===== src/rtl/cmdq_exec.sv =====
module cmdq_exec #(
  parameter int AW = 16,
  parameter int EVT_N = 32,
  parameter logic [31:0] JUMP_PASS = 32'd8
) (
  input  logic          clk,
  input  logic          rst_n,
  input  logic          start,
  input  logic [AW-1:0] base_addr,
  input  logic          done_clr,
  output logic [AW-1:0] ibuf_addr,
  output logic          ibuf_rd,
  input  logic [63:0]   ibuf_data,
  input  logic          ibuf_valid,
  output logic          reg_req,
  output logic          reg_we,
  output logic [7:0]    reg_subsys,
  output logic [15:0]   reg_offset,
  output logic [31:0]   reg_wdata,
  input  logic [31:0]   reg_rdata,
  input  logic          reg_ack,
  input  logic [EVT_N-1:0] evt_in,
  output logic          irq,
  output logic          done,
  output logic          err,
  output logic          busy
);
  localparam int EVT_W = (EVT_N > 1) ? $clog2(EVT_N) : 1;
  localparam logic [7:0] OP_MASK = 8'h02, OP_WRITE = 8'h04, OP_POLL = 8'h08,
                         OP_JUMP = 8'h10, OP_WFE = 8'h20, OP_EOC = 8'h40;

  typedef enum logic [2:0] {S_IDLE, S_FETCH, S_FWAIT, S_EXEC, S_RD, S_WR, S_WAIT} st_t;

  st_t               state;
  logic [AW-1:0]     pc;
  logic [63:0]       ins;
  logic [31:0]       mask_q, wdata_q;
  logic [EVT_N-1:0]  flags, flags_n;

  logic [7:0]  op;
  logic [15:0] off;
  logic [31:0] val, keep, jd;
  logic [EVT_W-1:0] evi;
  logic ev_ok, wait_ok, poll_hit;

  assign op   = ins[63:56];
  assign off  = ins[47:32];
  assign val  = ins[31:0];
  assign keep = off[0] ? mask_q : 32'h0;
  assign jd   = $signed(val) >>> 3;
  assign evi  = off[EVT_W-1:0];
  assign ev_ok   = 32'(off) < EVT_N;
  assign wait_ok = !val[15] || (flags[evi] == val[0]);
  assign poll_hit = ((reg_rdata ^ val) & ~keep) == 32'h0;

  assign ibuf_addr  = pc;
  assign ibuf_rd    = state == S_FETCH;
  assign reg_req    = (state == S_RD) || (state == S_WR);
  assign reg_we     = state == S_WR;
  assign reg_subsys = ins[55:48];
  assign reg_offset = {off[15:1], 1'b0};
  assign reg_wdata  = wdata_q;
  assign busy       = state != S_IDLE;

  always_comb begin
    flags_n = flags;
    if (state == S_WAIT && wait_ok && val[31])
      flags_n[evi] = val[16];
    flags_n = flags_n | evt_in;
  end

  always_ff @(posedge clk) begin
    if (!rst_n) begin
      state <= S_IDLE;
      pc <= '0;
      ins <= '0;
      mask_q <= '0;
      wdata_q <= '0;
      flags <= '0;
      irq <= 1'b0;
      done <= 1'b0;
      err <= 1'b0;
    end else begin
      irq <= 1'b0;
      flags <= flags_n;
      if (done_clr) done <= 1'b0;
      case (state)
        S_IDLE: if (start) begin
          pc <= base_addr;
          err <= 1'b0;
          state <= S_FETCH;
        end
        S_FETCH: state <= S_FWAIT;
        S_FWAIT: if (ibuf_valid) begin
          ins <= ibuf_data;
          state <= S_EXEC;
        end
        S_EXEC: begin
          case (op)
            OP_MASK: begin
              mask_q <= val;
              pc <= pc + 1'b1;
              state <= S_FETCH;
            end
            OP_WRITE: begin
              wdata_q <= val;
              state <= off[0] ? S_RD : S_WR;
            end
            OP_POLL: state <= S_RD;
            OP_WFE: begin
              if (ev_ok) state <= S_WAIT;
              else begin
                err <= 1'b1;
                state <= S_IDLE;
              end
            end
            OP_EOC: begin
              irq <= val[0];
              pc <= pc + 1'b1;
              state <= S_FETCH;
            end
            OP_JUMP: begin
              if (val == JUMP_PASS) begin
                done <= 1'b1;
                state <= S_IDLE;
              end else begin
                pc <= pc + jd[AW-1:0];
                state <= S_FETCH;
              end
            end
            default: begin
              err <= 1'b1;
              state <= S_IDLE;
            end
          endcase
        end
        S_RD: if (reg_ack) begin
          if (op == OP_POLL) begin
            if (poll_hit) begin
              pc <= pc + 1'b1;
              state <= S_FETCH;
            end
          end else begin
            wdata_q <= (reg_rdata & keep) | (val & ~keep);
            state <= S_WR;
          end
        end
        S_WR: if (reg_ack) begin
          pc <= pc + 1'b1;
          state <= S_FETCH;
        end
        S_WAIT: if (wait_ok) begin
          pc <= pc + 1'b1;
          state <= S_FETCH;
        end
        default: state <= S_IDLE;
      endcase
    end
  end

  AST_IRQ_ONE_CYCLE: assert property (@(posedge clk) disable iff (!rst_n) irq |=> !irq);
  AST_DONE_HOLD: assert property (@(posedge clk) disable iff (!rst_n) (done && !done_clr) |=> done);
  AST_ERR_HALTS: assert property (@(posedge clk) disable iff (!rst_n) $rose(err) |-> !busy);
  AST_REQ_STABLE: assert property (@(posedge clk) disable iff (!rst_n)
    (reg_req && !reg_ack) |=> (reg_req && $stable(reg_offset) && $stable(reg_we)));
  AST_POLL_NO_FETCH: assert property (@(posedge clk) disable iff (!rst_n)
    (reg_req && !reg_ack) |=> !ibuf_rd);
  AST_IDLE_QUIET: assert property (@(posedge clk) disable iff (!rst_n)
    !busy |-> (!reg_req && !ibuf_rd));
endmodule


===== config.mk =====
export PLATFORM = sky130hd
export DESIGN_NAME = cmdq_exec
export DESIGN_NICKNAME = d
export VERILOG_FILES = /design/src/rtl/cmdq_exec.sv
export SDC_FILE = /design/constraint.sdc
export NUM_CORES = 1
export LEC_CHECK = 0
export CAP_MARGIN = 25
export CORE_MARGIN = 1
export CORE_UTILIZATION = 48
export CTS_BUF_LIST = sky130_fd_sc_hd__clkbuf_4
export CTS_CLUSTER_SIZE = 25
export DETAILED_ROUTE_END_ITERATION = 12
export GPL_ROUTABILITY_DRIVEN = 1
export HOLD_SLACK_MARGIN = 0.06
export PLACE_DENSITY_LB_ADDON = 0.25
export SETUP_SLACK_MARGIN = 0.4
export SYNTH_ARGS = -nofsm -noshare
export SYNTH_HDL_FRONTEND = slang
export SYNTH_SLANG_ARGS = --single-unit

===== constraint.sdc =====
create_clock -name clk -period 2.5 [get_ports clk]
set_clock_uncertainty 0.05 [all_clocks]
set_input_delay 0.375 -clock clk [delete_from_list [all_inputs] [get_ports clk]]
set_output_delay 0.375 -clock clk [all_outputs]
set_load 0.03 [all_outputs]

# After elaboration in Yosys (flattened, before gate mapping)
# Cells that the tools add are included.
[totals] inputBits=150 out_inout_bits=79 elab_cells=110 regBits=182
[classes] n_addsub=2 eq_ne=28 reduce_logical=21 bitwise=7 order_cmp=3 muxes=40
[ops] operator="$mux W32" n=5
[ops] operator="$mux W16" n=7
[ops] operator="$and A32 B32 Y32" n=3
[ops] operator="$pmux W16 S5" n=1
[ops] operator="$or A32 B32 Y32" n=2
[ops] operator="$pmux W32 S2" n=1
[ops] operator="$bwmux W32" n=1
[ops] operator="$eq A32 B4 Y1 const B" n=1
[ops] operator="$logic_not A32 Y1" n=1
[ops] operator="$not A32 Y32" n=1
[ops] operator="$pmux W16 S2" n=1
[ops] operator="$xor A32 B32 Y32" n=1
[ops] operator="$mux W3" n=8
[ops] operator="$pmux W3 S7" n=1
[ops] operator="$add A16 B1 Y16 const B" n=1
[ops] operator="$add A16 B16 Y16" n=1
[ops] operator="$lt A16 B6 Y1 const B" n=1
[ops] operator="$pmux W3 S5" n=1
[ops] operator="$ne A2 B2 Y1 const B" n=7
[ops] operator="$ne A3 B3 Y1 const B" n=4
[ops] operator="$mux W1" n=10
[ops] operator="$eq A3 B3 Y1 const B" n=3
[ops] operator="$reduce_and A9 Y1" n=1
[ops] operator="$eq A8 B2 Y1 const B" n=1
[ops] operator="27 further kinds" n=37

# Depth between registers and ports, before layout
[depth] depth_word=8 ltp_mapped=10 ltp_nobuf=10

# Least setup slack after synthesis
# No wires, ideal clock.
[synth_timing] path_kind="flip-flop to flip-flop" start="reg pc[0], in the netlist ibuf_addr[0]" end="reg pc[14], in the netlist ibuf_addr[14]" path_buffers=0 synth_period_minus_slack_ns=2.747 path_stages_with_launch=11 setup_slack_ns=-0.247 t_required_ns=2.363 setup_time_ns=0.087 arrival_time_ns=2.610 cell_sequence="dfxtp_1 > ha_1 > inv_1 > fa_1 > nor2b_1 > o31ai_1 > a2111o_1 > a21oi_1 > mux2i_1 > a21oi_1 > o31ai_1"
[synth_via] elab_chain_cells=5 elab_cells_between_ends=10 classes_between="2 x add/sub; 8 x mux"
[synth_rtl] element="start: declaration" line="35" source="logic [AW-1:0] pc;"
[synth_rtl] element="start signal: assignment" line="89" source="pc <= base_addr;"
[synth_rtl] element="start signal: assignment" line="102" source="pc <= pc + 1'b1;"
[synth_rtl] element="start signal: assignment" line="119" source="pc <= pc + 1'b1;"
[synth_rtl] element="$add A16 B1 Y16"
[synth_rtl] element="$mux W16" line="139" source="if (poll_hit) begin"
[synth_rtl] element="$mux W16" line="138" source="if (op == OP_POLL) begin"
[synth_rtl] element="$mux W16" line="137" source="S_RD: if (reg_ack) begin"
[synth_rtl] element="$pmux W16 S5 (*)" line="87" source="case (state)"
# Every way passes the cells marked *; elsewhere a longest branch is shown, timed or not. The select of a mux whose other input is x is not followed.
# A chain may end at the register's enable or synchronous reset.

# Worst setup path after layout
[layout_timing] start="reg ins[32]" end="reg pc[6], in the netlist ibuf_addr[6]"
[layout_via] elab_chain_cells=6 elab_cells_between_ends=11 classes_between="3 x eq/ne; 3 x mux; 2 x bitwise; 3 x reduce/logical"
[layout_rtl] element="start: declaration" line="36" source="logic [63:0] ins;"
[layout_rtl] element="start signal: assignment" line="95" source="ins <= ibuf_data;"
[layout_rtl] element="$bmux W1 S5 or $mux W32 (tied branches)" line="53, 49"
[layout_rtl] element="$mux W1 (not written as such) or $not A32 Y32 (tied branches)" line="53, 54"
[layout_rtl] element="$eq A1 B1 Y1 or $and A32 B32 Y32 (tied branches)" line="53, 54"
[layout_rtl] element="$logic_or A1 B1 Y1 or $logic_not A32 Y1 (tied branches)" line="53, 54"
[layout_rtl] element="$ne A2 B2 Y1 (no line)"
[layout_rtl] element="$reduce_and A9 Y1 (no line) (*)"
# Marks and branches as above.

==> results.md <==
Outcome:
- The checks that failed: negative setup slack.
- The run finished, with violations left.

Clock tree:
- The maximum level of the CTS H-tree is 4.
- The root buffer cell chosen for the clock tree is sky130_fd_sc_hd__clkbuf_4.
- After clock tree synthesis, the clock-pin slew on the worst setup and hold paths is 170 ps.
- TritonCTS built the clock tree.
- The hold buffer count at cts is 0.
- Clock tree synthesis inserted a total of 17 buffers.
- The deepest clock path buffer count is 2.
- Counting every sink on the clock net gives 182.
- The clock reaches the later pin of the worst-skew pair after 630 ps.

Setup path:
- The critical path capture point is ibuf_addr[6].
- The number of cells traversed by the worst register-to-register path is 10.
- The endpoint identified for the worst register-to-register timing path is ibuf_addr[6].
- In this run the worst setup path begins at ins[32].
- The critical path is of the reg2reg type.
- STA puts the critical path data arrival time at 3250 ps.
- The setup slack of the most critical reg-to-reg path is -260 ps.
- The worst setup path is launched from a flip-flop.
- The worst-path maximum fanout is 11.
- For the worst setup path, the data required time is 2990 ps.
- The worst register-to-register path begins at ins[32].
- The category of the worst setup path capture point is a flip-flop.

Logic synthesis:
- Synthesis produced a netlist whose cell count is 1369.
- Synthesis inferred 182 register bits.
- The top cell type's share of synthesized area is 34.3%.
- In the post-synthesis netlist, the biggest area contributors are sky130_fd_sc_hd__dfxtp_1, sky130_fd_sc_hd__nand2_1, sky130_fd_sc_hd__a21oi_1.
- The average size of a mapped cell is 7.77 um^2.
- Of all cell types, the one taking the most synthesized area is sky130_fd_sc_hd__dfxtp_1.
- The library cell with the highest instance count after synthesis is sky130_fd_sc_hd__nand2_1.
- The mapped netlist covers 10600 um^2.
- The number of enable-type register cells in the synthesized netlist is 0.
- Yosys mapped the design onto 76 distinct sky130hd cell types.
- After synthesis, flip-flops and latches occupy 34.3% of the total area.
- The commonest cells after synthesis are sky130_fd_sc_hd__nand2_1, sky130_fd_sc_hd__dfxtp_1, sky130_fd_sc_hd__a21oi_1.
- Yosys printed 0 warnings.
- The main flop type after synthesis is sky130_fd_sc_hd__dfxtp_1.
- After synthesis, the share of flip-flops with an asynchronous set or reset is 0%.
- The net count after synthesis is 1536.

Placement:
- The number of cells in the design after placement is 1885.
- The wire-length estimate of the detail-placed layout is 25.0 mm.
- The final estimated routing congestion in global placement is 0.915.
- The number of port buffers is 227.

Die:
- Once the floorplan was initialized, standard cells occupied 48.9% of the core.
- The count of pins on the block boundary is 229.
- The floorplan has 54 rows.
- The die covers 22800 um^2.
- The die is 151 um wide.
- The die boundary height is 151 um.
- The total area inside the core boundary comes to 21800 um^2.

Detailed routing:
- After detailed routing, the number of vias per cell comes to 6.32.
- Wires add up to 43.5 mm.
- Across all layers, the routed design uses 12600 vias.
- The first TritonRoute pass finished after 6 iterations.
- In this run, the number of DRC markers left after iteration 0 of detailed routing was 1187.
- In the routed design, unresolved DRC markers number 0.
- After detailed routing, the average wire length per cell comes to 21.9 um.
- The remaining number of nets flagged by the antenna check after routing is 0.

Power:
- The power density of the placed cells is 405 nW/um^2.
- The share of power burned in registers is 47.1%.
- The power share of the clock group is 25.9%.
- The analysis attributes to net switching a power of 2.27 mW.
- Of the total power, the share spent switching nets is 34.1%.
- The maximum resistive drop on vdd is 314 uV.
- The share of total power dissipated in combinational logic is 27.0%.
- The internal portion of the total power is 4.39 mW.
- The leakage power summed over all cells is 7.12 nW.

Global routing:
- The pin count of the biggest net entering global routing is 61.
- The total overflow reported by the global router is 0.
- The global routing usage summed across all routing layers is 34.5%.
- The via count of the first global-routing pass is 11500.
- The initial antenna violation count is 1.
- The first-pass GRT wire length is 61.0 mm.

Timing:
- Setup repair after global routing could not meet its margin everywhere.
- The count of final max-slew check failures is 0.
- The final setup violation count is 57.
- The final period utilization is 111%.
- The count of final hold-check violations was 0.
- The headroom to the max-slew limit is 52.8%.
- The maximum clock frequency is 362 MHz.
- After layout, the worst setup slack is -264 ps.
- The shortest clock period the worst path allows after layout is 2760 ps.
- On the final layout, the worst hold slack is 217 ps.
- At the pin with the least slew margin, the transition time is 708 ps.

Finish:
- At the end of the flow the core is filled with cells to 75.7%.
- The number of fill cells in the layout is 1526.
- The post-route netlist has 26.9% of its cells at a drive strength greater than 1.
- The number of standard cells in the final layout excluding fillers is 1987.
- The post-synthesis to final-layout area growth is 54.9%.
- In the final design database the tool counted 1860 nets.

Worst hold path:
- The class of the tightest hold or removal check is in2reg.

Job:
- Max-cap violations in this run came to 0.
==> cell usage in the layout (no fill, tap or decap), types with 21 or more instances in the layout <==
master                            instances
sky130_fd_sc_hd__a311o_1                 33
sky130_fd_sc_hd__clkdlybuf4s50_1        148
sky130_fd_sc_hd__a21oi_1                 86
sky130_fd_sc_hd__buf_12                  25
sky130_fd_sc_hd__dlygate4sd2_1           25
sky130_fd_sc_hd__dfxtp_1                170
sky130_fd_sc_hd__nor2_1                  61
sky130_fd_sc_hd__a311oi_2                32
sky130_fd_sc_hd__buf_6                   26
sky130_fd_sc_hd__nand3_1                 78
sky130_fd_sc_hd__nand2_1                270
sky130_fd_sc_hd__a21oi_2                 34
sky130_fd_sc_hd__buf_4                  131
sky130_fd_sc_hd__o311a_1                 33
sky130_fd_sc_hd__dlymetal6s2s_1          45
sky130_fd_sc_hd__nand2_4                 51
sky130_fd_sc_hd__xor2_1                  40
sky130_fd_sc_hd__o21ai_0                 21
==> critical path, stage by stage, from the launching register on <==
cell                      delay, ps
sky130_fd_sc_hd__dfxtp_4        440
sky130_fd_sc_hd__buf_12         170
sky130_fd_sc_hd__nand2_1         90
sky130_fd_sc_hd__a22oi_1        420
sky130_fd_sc_hd__nand4_1        220
sky130_fd_sc_hd__o41ai_4        360
sky130_fd_sc_hd__buf_4          190
sky130_fd_sc_hd__nand3_4         80
sky130_fd_sc_hd__o21a_4         280
sky130_fd_sc_hd__buf_6          140
sky130_fd_sc_hd__o31ai_2        230
==> cells by family after synthesis <==
logic type / Yosys count / synth area share [%]
AND/OR/NAND/NOR: 597 / 24.7
AO/OA/AOI/OAI: 354 / 24.3
flip-flops: 182 / 34.3
buffers and inverters: 139 / 7.09
XOR/XNOR: 53 / 4.37
multiplexers: 26 / 3.15
adder cells (fa/ha/maj): 17 / 2.07
other: 1 / 0.0353
==> power groups by stage <==
stage	clock network, mW	logic, mW	registers (mW)
2_1_floorplan	0	0.805	3.25
4_1_cts	1.72	1.67	3.13
6_report	1.73	1.80	3.14
3_3_place_gp	0	1.58	3.19
5_1_grt	1.86	1.91	3.16
3_5_place_dp	0	1.60	3.19
==> sequential cells by signal, indices dropped and copies added, names as in the netlist <==
register   count
done           1
err            1
flags         32
ibuf_addr     16
ins           64
irq            1
mask_q        32
reg_wdata     32
state          3
==> cell type report <==
type	instances	area, um^2	area share, %
clock inverters	15	144	0.874
repair buffers	432	4760	28.9
multi-input cells	1048	7360	44.7
inverters	12	60.1	0.365
clock buffers	17	128	0.775
diodes	1	2.50	0.0152
flip-flops and latches	182	3670	22.3
well taps	280	350	2.13
==> stage by stage <==
step	TNS [ps]	setup WS (ps)	cell area, um^2	power, mW
after CTS	-3160	-117	15500	6.52
after global placement	-7110	-333	13800	4.77
after detailed placement	-9760	-411	13800	4.80
final	-8420	-264	16500	6.67
after global routing	-15130	-334	16500	6.92
after floorplan	-670	-27.8	10700	4.06
==> worst min-delay path by stage <==
| stage | start | to | slack (ps) | cells past startpoint |
|---|---|---|---|---|
| after floorplan | ins[48] | ins[48] | 390 | 2 |
| after global placement | ins[48] | ins[48] | 390 | 2 |
| after detailed placement | ins[49] | ins[49] | 400 | 2 |
| after CTS | rst_n | ins[59] | 180 | 3 |
| after global routing | ibuf_data[47] | ins[47] | 190 | 3 |
| final | rst_n | ins[47] | 220 | 3 |
==> routing by layer <==
layer	global-route usage [%]	up-vias	wire, um
met5	0	-	0
li1	-	5616	-
met3	7.95	229	4350
met4	14.6	0	2360
met2	57.3	776	20200
met1	42.8	5931	16600
==> repair_timing <==
action / CTS / global route
endpoints found under the setup margin: 162 / 164
gates cloned: 20 / 3
buffers inserted: 22 / 24
gates resized for setup: 240 / 177
hold endpoints to repair: 0 / 0
pin swaps: 80 / 67
No activity file was read; power rests on OpenSTA's default activity.
